===== config.mk =====
export PLATFORM = sky130hd
export DESIGN_NAME = ptp_ts_latch
export DESIGN_NICKNAME = d
export VERILOG_FILES = /design/src/rtl/tsl_pkg.sv /design/src/rtl/tsl_miss_ctr.sv /design/src/rtl/tsl_age_timer.sv /design/src/rtl/tsl_channel.sv /design/src/rtl/ptp_ts_latch.sv
export SDC_FILE = /design/constraint.sdc
export NUM_CORES = 1
export LEC_CHECK = 0
export BUFFER_PORTS_ARGS = -buffer_cell sky130_fd_sc_hd__buf_2
export CELL_PAD_IN_SITES_DETAIL_PLACEMENT = 1
export CELL_PAD_IN_SITES_GLOBAL_PLACEMENT = 1
export CORE_UTILIZATION = 30
export CTS_CLUSTER_DIAMETER = 120
export DETAILED_ROUTE_END_ITERATION = 12
export PLACE_DENSITY = 0.79
export SYNTH_ARGS = -nofsm -noshare
export SYNTH_HDL_FRONTEND = slang
export SYNTH_SLANG_ARGS = --single-unit

===== constraint.sdc =====
create_clock -name clk -period 3.4 [get_ports clk]
set_input_delay 0.34 -clock clk [delete_from_list [all_inputs] [get_ports clk]]
set_output_delay 0.34 -clock clk [all_outputs]
set_load 0.03 [all_outputs]

===== src/rtl/tsl_pkg.sv =====
`timescale 1ns/1ps
package tsl_pkg;
    typedef enum logic {
        TSL_EMPTY = 1'b0,
        TSL_FULL  = 1'b1
    } tsl_state_e;
endpackage


===== src/rtl/tsl_miss_ctr.sv =====
`timescale 1ns/1ps
module tsl_miss_ctr #(
    parameter int MISS_W = 4
) (
    input  logic              clk,
    input  logic              rst_n,
    input  logic              clr,
    input  logic              bump,
    output logic [MISS_W-1:0] cnt
);
    localparam logic [MISS_W-1:0] CNT_TOP = {MISS_W{1'b1}};

    always_ff @(posedge clk) begin
        if (!rst_n || clr) begin
            cnt <= '0;
        end else if (bump && cnt != CNT_TOP) begin
            cnt <= cnt + 1'b1;
        end
    end
endmodule


===== src/rtl/tsl_age_timer.sv =====
`timescale 1ns/1ps
module tsl_age_timer #(
    parameter int TMO_W   = 16,
    parameter bit HAS_TMO = 1'b1
) (
    input  logic             clk,
    input  logic             rst_n,
    input  logic             run,
    input  logic [TMO_W-1:0] limit,
    output logic             expire
);
    localparam logic [TMO_W-1:0] ONE = {{(TMO_W-1){1'b0}}, 1'b1};

    logic [TMO_W-1:0] age;

    // Age counts cycles spent FULL; it restarts whenever the latch is empty.
    assign expire = HAS_TMO && run && (limit != '0) && (age == limit - ONE);

    always_ff @(posedge clk) begin
        if (!rst_n || !run || expire) begin
            age <= '0;
        end else begin
            age <= age + ONE;
        end
    end
endmodule


===== src/rtl/tsl_channel.sv =====
`timescale 1ns/1ps
module tsl_channel
    import tsl_pkg::*;
#(
    parameter int TIME_W  = 64,
    parameter int MISS_W  = 4,
    parameter int TMO_W   = 16,
    parameter bit HAS_TMO = 1'b1
) (
    input  logic              clk,
    input  logic              rst_n,
    input  logic [TIME_W-1:0] sys_time,
    input  logic              sof,
    input  logic              cls,
    input  logic              rd_rel,
    input  logic              clr,
    input  logic [TMO_W-1:0]  tmo_limit,
    output logic              valid,
    output logic [TIME_W-1:0] stamp,
    output logic              lost,
    output logic [MISS_W-1:0] miss_cnt
);
    tsl_state_e state, state_nx;
    logic take, expire, hit;

    assign take = sof && cls;
    assign hit  = (state == TSL_FULL) && take && !clr;

    // Next-state logic: clear > release > expire; clear beats take.
    always_comb begin
        state_nx = state;
        unique case (state)
            TSL_EMPTY: if (!clr && take) state_nx = TSL_FULL;
            TSL_FULL:  if (clr || rd_rel || expire) state_nx = TSL_EMPTY;
            default:   state_nx = TSL_EMPTY;
        endcase
    end

    always_ff @(posedge clk) begin
        if (!rst_n) state <= TSL_EMPTY;
        else        state <= state_nx;
    end

    // Registered outputs: held stamp and the lost pulse.
    always_ff @(posedge clk) begin
        if (!rst_n) begin
            stamp <= '0;
            lost  <= 1'b0;
        end else begin
            if (state == TSL_EMPTY && take && !clr) stamp <= sys_time;
            lost <= (state == TSL_FULL) && expire && !clr && !rd_rel;
        end
    end

    always_comb begin
        valid = (state == TSL_FULL);
    end

    tsl_age_timer #(.TMO_W(TMO_W), .HAS_TMO(HAS_TMO)) u_age (
        .clk    (clk),
        .rst_n  (rst_n),
        .run    (state == TSL_FULL),
        .limit  (tmo_limit),
        .expire (expire)
    );

    tsl_miss_ctr #(.MISS_W(MISS_W)) u_miss (
        .clk   (clk),
        .rst_n (rst_n),
        .clr   (clr),
        .bump  (hit),
        .cnt   (miss_cnt)
    );
endmodule


===== src/rtl/ptp_ts_latch.sv =====
`timescale 1ns/1ps
module ptp_ts_latch #(
    parameter int TIME_W = 64,
    parameter int MISS_W = 4,
    parameter int TMO_W  = 16
) (
    input  logic              clk,
    input  logic              rst_n,
    input  logic [TIME_W-1:0] sys_time,
    input  logic              tx_sof,
    input  logic              tx_mark,
    input  logic              rx_sof,
    input  logic              rx_v2evt,
    input  logic              tx_rd_hi,
    input  logic              rx_rd_hi,
    input  logic              sw_clr,
    input  logic [TMO_W-1:0]  rx_tmo_limit,
    output logic              tx_valid,
    output logic [TIME_W-1:0] tx_stamp,
    output logic              rx_valid,
    output logic [TIME_W-1:0] rx_stamp,
    output logic              rx_lost,
    output logic [MISS_W-1:0] tx_miss_cnt,
    output logic [MISS_W-1:0] rx_miss_cnt
);
    localparam int NCH = 2;   // index 0 = transmit, 1 = receive

    logic [NCH-1:0]             ch_sof, ch_cls, ch_rd, ch_valid, ch_lost;
    logic [NCH-1:0][TIME_W-1:0] ch_stamp;
    logic [NCH-1:0][MISS_W-1:0] ch_miss;

    assign ch_sof = {rx_sof,   tx_sof};
    assign ch_cls = {rx_v2evt, tx_mark};
    assign ch_rd  = {rx_rd_hi, tx_rd_hi};

    for (genvar g = 0; g < NCH; g++) begin : g_ch
        // Only the receive side carries a watchdog.
        tsl_channel #(
            .TIME_W  (TIME_W),
            .MISS_W  (MISS_W),
            .TMO_W   (TMO_W),
            .HAS_TMO (g == 1)
        ) u_ch (
            .clk       (clk),
            .rst_n     (rst_n),
            .sys_time  (sys_time),
            .sof       (ch_sof[g]),
            .cls       (ch_cls[g]),
            .rd_rel    (ch_rd[g]),
            .clr       (sw_clr),
            .tmo_limit (rx_tmo_limit),
            .valid     (ch_valid[g]),
            .stamp     (ch_stamp[g]),
            .lost      (ch_lost[g]),
            .miss_cnt  (ch_miss[g])
        );
    end

    assign tx_valid    = ch_valid[0];
    assign tx_stamp    = ch_stamp[0];
    assign tx_miss_cnt = ch_miss[0];
    assign rx_valid    = ch_valid[1];
    assign rx_stamp    = ch_stamp[1];
    assign rx_miss_cnt = ch_miss[1];
    assign rx_lost     = ch_lost[1];

    logic unused_tx_lost;
    assign unused_tx_lost = ch_lost[0];
endmodule


== Word-level counts from Yosys, hierarchy flattened ==
Cells that the tools add are included.
Storage, ports and cells
  flip-flop bits (word level): 155
  bits in latches: 0
  bits in writable memories: 0
  memory bits (read-only): 0
  input bits: 89
  output and inout port bits: 139
  logic and storage cells: 53
  memories kept: 0
Cells by class
  add/sub/neg operators: 4
  $mul: 0
  divide/modulo/power cells: 0
  magnitude comparators: 0
  equality and inequality tests: 3
  shift-type cells: 0
  muxes and demuxes: 6
  bitwise gates (word level): 2
  reductions and logical operators: 30
Operator list (count)
  $logic_and A1 B1 Y1: 19
  $add A16 B1 Y16 const B: 1
  $eq A16 B16 Y1: 1
  $reduce_bool A16 Y1: 1
  $sub A16 B1 Y16 const B: 1
  $add A4 B1 Y4 const B: 2
  $ne A4 B4 Y1 const B: 2
  $logic_or A1 B1 Y1: 6
  $logic_not A1 Y1: 4
  $mux W1: 4
  $pmux W1 S2: 2
  $not A1 Y1: 2

== Longest topological paths before layout ==
  word-level depth: 6
  gate-level depth with buffers: 10
  mapped depth without buffers: 8

== Hierarchy ==
A second synthesis with hierarchy kept.
Unflattened totals
  cells, all modules: 772
  area, all modules: 7014.2 um2
By module, submodules not included
  tsl_channel: instances 2, cells each 285, area each 2682.6 um2, sequential area each 1321.3 um2
  tsl_age_timer (g_ch[1].u_ch.u_age): instances 1, cells each 154, area each 1239.9 um2, sequential area each 320.3 um2
  tsl_miss_ctr: instances 2, cells each 23, area each 198.9 um2, sequential area each 80.1 um2
  tsl_age_timer (g_ch[0].u_ch.u_age): instances 1, cells each 2, area each 11.3 um2, sequential area each 0.0 um2

== Worst setup path after synthesis ==
Ideal clock, no wire load.
  path type: input -> register
  from: in rx_tmo_limit[0]
  to: reg g_ch[1].u_ch.u_age.age[11]
  setup time: 0.134 ns
  data arrival time: 2.408 ns
  required time: 3.266 ns
  path slack: 0.858 ns
  cell stages on the path: 9
  buffers on the path: 1
  cells stage by stage: inv_1 -> ha_1 -> or4b_4 -> nor4_4 -> mux2i_1 -> o31ai_4 -> a2111oi_4 -> buf_6 -> a211oi_1
Between the ends
  cells in the longest elaborated chain, start to end: 4
  elaborated cells between the ends (all ways): 6
  those cells by class: 1 x add/sub; 1 x eq/ne; 4 x reduce/logical
Ends and longest elaborated chain
  start: declaration: line ptp_ts_latch.sv:17  | input logic [TMO_W-1:0] rx_tmo_limit,
  $sub A16 B1 Y16 or $reduce_bool A16 Y1 (tied branches): line tsl_age_timer.sv:17  | assign expire = HAS_TMO && run && (limit != '0) && (age == limit - ONE);
  $eq A16 B16 Y1 or $logic_and A1 B1 Y1 (tied branches): line tsl_age_timer.sv:17
  $logic_and A1 B1 Y1 (*): line tsl_age_timer.sv:17
  $logic_or A1 B1 Y1 (*): line tsl_age_timer.sv:20  | if (!rst_n || !run || expire) begin
  end signal: assignment: line tsl_age_timer.sv:23  | age <= age + ONE;
  end: declaration: line tsl_age_timer.sv:14  | logic [TMO_W-1:0] age;
Mark *: on every way between the ends. The rest lies on a longest branch, timed or not.
A chain may end at the register's enable or synchronous reset.

== Final worst setup path ==
  from: in rx_tmo_limit[0]
  to: reg g_ch[1].u_ch.lost
Between the ends
  cells in the longest elaborated chain, start to end: 6
  elaborated cells between the ends (all ways): 8
  those cells by class: 1 x add/sub; 1 x eq/ne; 6 x reduce/logical
Ends and longest elaborated chain
  $sub A16 B1 Y16 or $reduce_bool A16 Y1 (tied branches): line tsl_age_timer.sv:17
  $eq A16 B16 Y1 or $logic_and A1 B1 Y1 (tied branches): line tsl_age_timer.sv:17
  $logic_and A1 B1 Y1 (*): line tsl_age_timer.sv:17
  $logic_and A1 B1 Y1 (*) (3 in a row): line tsl_channel.sv:51  | lost <= (state == TSL_FULL) && expire && !clr && !rd_rel;
  end signal: assignment: line tsl_channel.sv:51
  end: declaration: line tsl_channel.sv:20  | output logic lost,
Marks and branches as above.

==> metrics.txt <==
initial antenna violation count=0; remaining antenna violation count after routing=0; Leakage Power=3.42 nW; drt wl/cell=16.0 um; CP Launch Type=input pin; Row Count=52; Synth area leader=dfxtp_1; Initial Utilization=0.307; Max Cap Viol=0; Seq pwr share=0.439; Max FO, Critical Path=18; Power Dens Cells=525 nW/um2; CTS tree=yes; Synth async-reset ratio=0; fmax=419 MHz; final std cells w/o fill=1258; largest net degree at the start of global routing=66; clock transition at the registers of the reported paths=0.07 ns; Logic pwr share=0.098; Worst Tran Pin Value=0.876 ns; syn nets=865; 1st-pass router iterations=4; Post-synth EDFFs=0; switching pwr=1.17 mW; Post-route DRC=0; Critical Path End Type=flop; status=finished clean; fin. max-slew vios=0; hold path depth=3; CTS buffer count=17; Longest Clk Path Bufs=2; io pins=228; fraction of layout cells with a size suffix above 1=0.283; ys flop type=dfxtp_1; die area=21400 um2; Routed Wire Length=20100 um; crit path DAT=2.75 ns; Netlist Area Pre-Place=6240 um2; post-layout min period=2.39 ns; setup tns final=0 ns; Avg Inst Size Synth=8.08 um2; clock root cell=clkbuf_16; Setup Buffers After CTS=0; Die Wd=146 um; Ys Warns=0; post-synth top area share=0.498; clock network fraction of total power=0.463; RSZ-0062 raised after global routing=no; Synth cell types=44; Max-slew headroom=0.416; Max VDD drop=0.305 mV; Die Y=146 um; cts hold-fix bufs=0; part of the cycle the worst path needs=0.702; Synth area leaders=dfxtp_1 (50%), nand2_1 (17%), a21oi_1 (7.5%); final setup vio count=0; register area share after synthesis=0.498; first-pass GRT wire length=31800 um; H-tree depth=4; via count=6046; Crit Path Class=input pin to flop; Post-Place Cells=1226; area added between synthesis and finish=31.6%; Syn Inst Count=772; switching share of power=0.272; #FFs+latches synth=155; # diodes=0; total track usage=0.188; nets=1068; vias in the first global route=6202; # port buffers=227; CTS Sinks=155; Starting DRT DRC Count=192; Hold WC Path Type=input pin to flop; Core Box Area=20300 um2; FF-to-FF path depth=6; GRT Residual Overflow=0; Critical Path RT=3.76 ns; Final Hold Viols=0; post-DR vias/cell=4.81; hpwl dp=13700 um; PostCTS Resize Cnt=0; Placer Congestion=0.805; clock skew=0.00988 ns; P_int=3.14 mW; clock latency on the worst-skew pair=0.42 ns
## layout by cell type, fill, tap and decap left out, types with 2 or more instances in the layout
master	n
and3_1	6
dfxtp_1	155
nor4_1	2
clkbuf_16	17
buf_2	227
mux2i_1	3
ha_1	4
inv_6	6
nor2_1	18
inv_8	4
bufinv_16	2
nand3b_1	3
o21ai_0	3
and4_1	2
nand2_1	280
or3_1	2
a21boi_0	41
a31oi_1	5
a311oi_1	2
a211oi_1	13
nor3_2	2
xor2_1	13
xnor2_1	25
nor3_1	12
buf_4	7
nand3_1	8
or3_2	2
a21oi_1	94
inv_1	3
nand4_1	5
## critical path, stage by stage
cell,delay [ns]
buf_2,0.13
inv_1,0.07
ha_1,0.23
or4b_4,0.50
nor4_4,0.23
mux2i_1,0.32
o31ai_4,0.12
a2111oi_4,0.30
buf_4,0.29
and4_1,0.22
## power groups by stage
stage | clock [mW] | sequential [mW] | combinational, mW
5_1_grt | 2.12 | 1.90 | 0.458
3_3_place_gp | 0 | 1.93 | 0.420
2_1_floorplan | 0 | 2.03 | 0.146
3_5_place_dp | 0 | 1.93 | 0.427
6_report | 2.00 | 1.89 | 0.421
4_1_cts | 2.05 | 1.89 | 0.429
## synthesized netlist by cell type (all sizes together) (8+ instances only)
cell type and instances:
a21oi 94, nand3 8, a21boi 41, nor2 18
xnor2 25, nand2 280, xor2 13, buf 11
clkbuf 40, dfxtp 155, a211oi 13, nor3 14
## cell families after synthesis
group	after synthesis	share of synthesized area
simple gates	354	0.239
compound gates	163	0.163
flops	155	0.498
buf+inv	55	0.0345
xor+xnor	38	0.0534
fa+ha+maj	4	0.00803
mux	3	0.00482
## through the flow
stage | hold slack [ns] | utilization | area (um2) | setup slack [ns] | total power, mW
floorplan | 0.469 | - | 6240 | 0.858 | 2.18
global placement | 0.439 | 0.374 | 7590 | 0.639 | 2.35
detailed placement | 0.446 | 0.374 | 7590 | 0.574 | 2.36
CTS | 0.145 | 0.404 | 8210 | 1.01 | 4.37
global route | 0.145 | 0.404 | 8210 | 0.863 | 4.48
finish | 0.164 | 0.404 | 8210 | 1.01 | 4.31
## worst paths after layout
path	endpoint	from	slack, ns
min	g_ch[1].u_ch.stamp[24]$_SDFFE_PN0P_	sys_time[24]	0.16
min reg2reg	g_ch[1].u_ch.stamp[42]$_SDFFE_PN0P_	g_ch[1].u_ch.stamp[42]$_SDFFE_PN0P_	0.45
max	g_ch[1].u_ch.lost$_SDFF_PN0_	rx_tmo_limit[0]	1.01
max reg2reg	g_ch[1].u_ch.u_age.age[13]$_SDFF_PP0_	g_ch[1].u_ch.u_age.age[3]$_SDFF_PP0_	1.21
## cell type report
type | count | area (um2)
fillers | 2552 | 12100
flip-flops and latches | 155 | 3100
multi-input cells | 562 | 2930
repair buffers | 235 | 1210
clock buffers | 18 | 439
well taps | 270 | 338
clock inverters | 14 | 174
inverters | 4 | 15.0
## registers in the layout, indices dropped and copies added (netlist names)
name                  cells
g_ch.u_ch.stamp         128
g_ch.u_ch.u_age.age      16
g_ch.u_ch.u_miss.cnt      8
g_ch.u_ch.valid           2
g_ch.u_ch.lost            1
## layer usage
metal  GRT usage  up-vias  routed length [um]
li1            -     2965                   -
met1       0.216     2895                8710
met2       0.342      170               10100
met3      0.0531       16                1110
met4      0.0438        0                 226
met5           0        -                   0
Note: power is estimated with default switching activity, not from simulation.
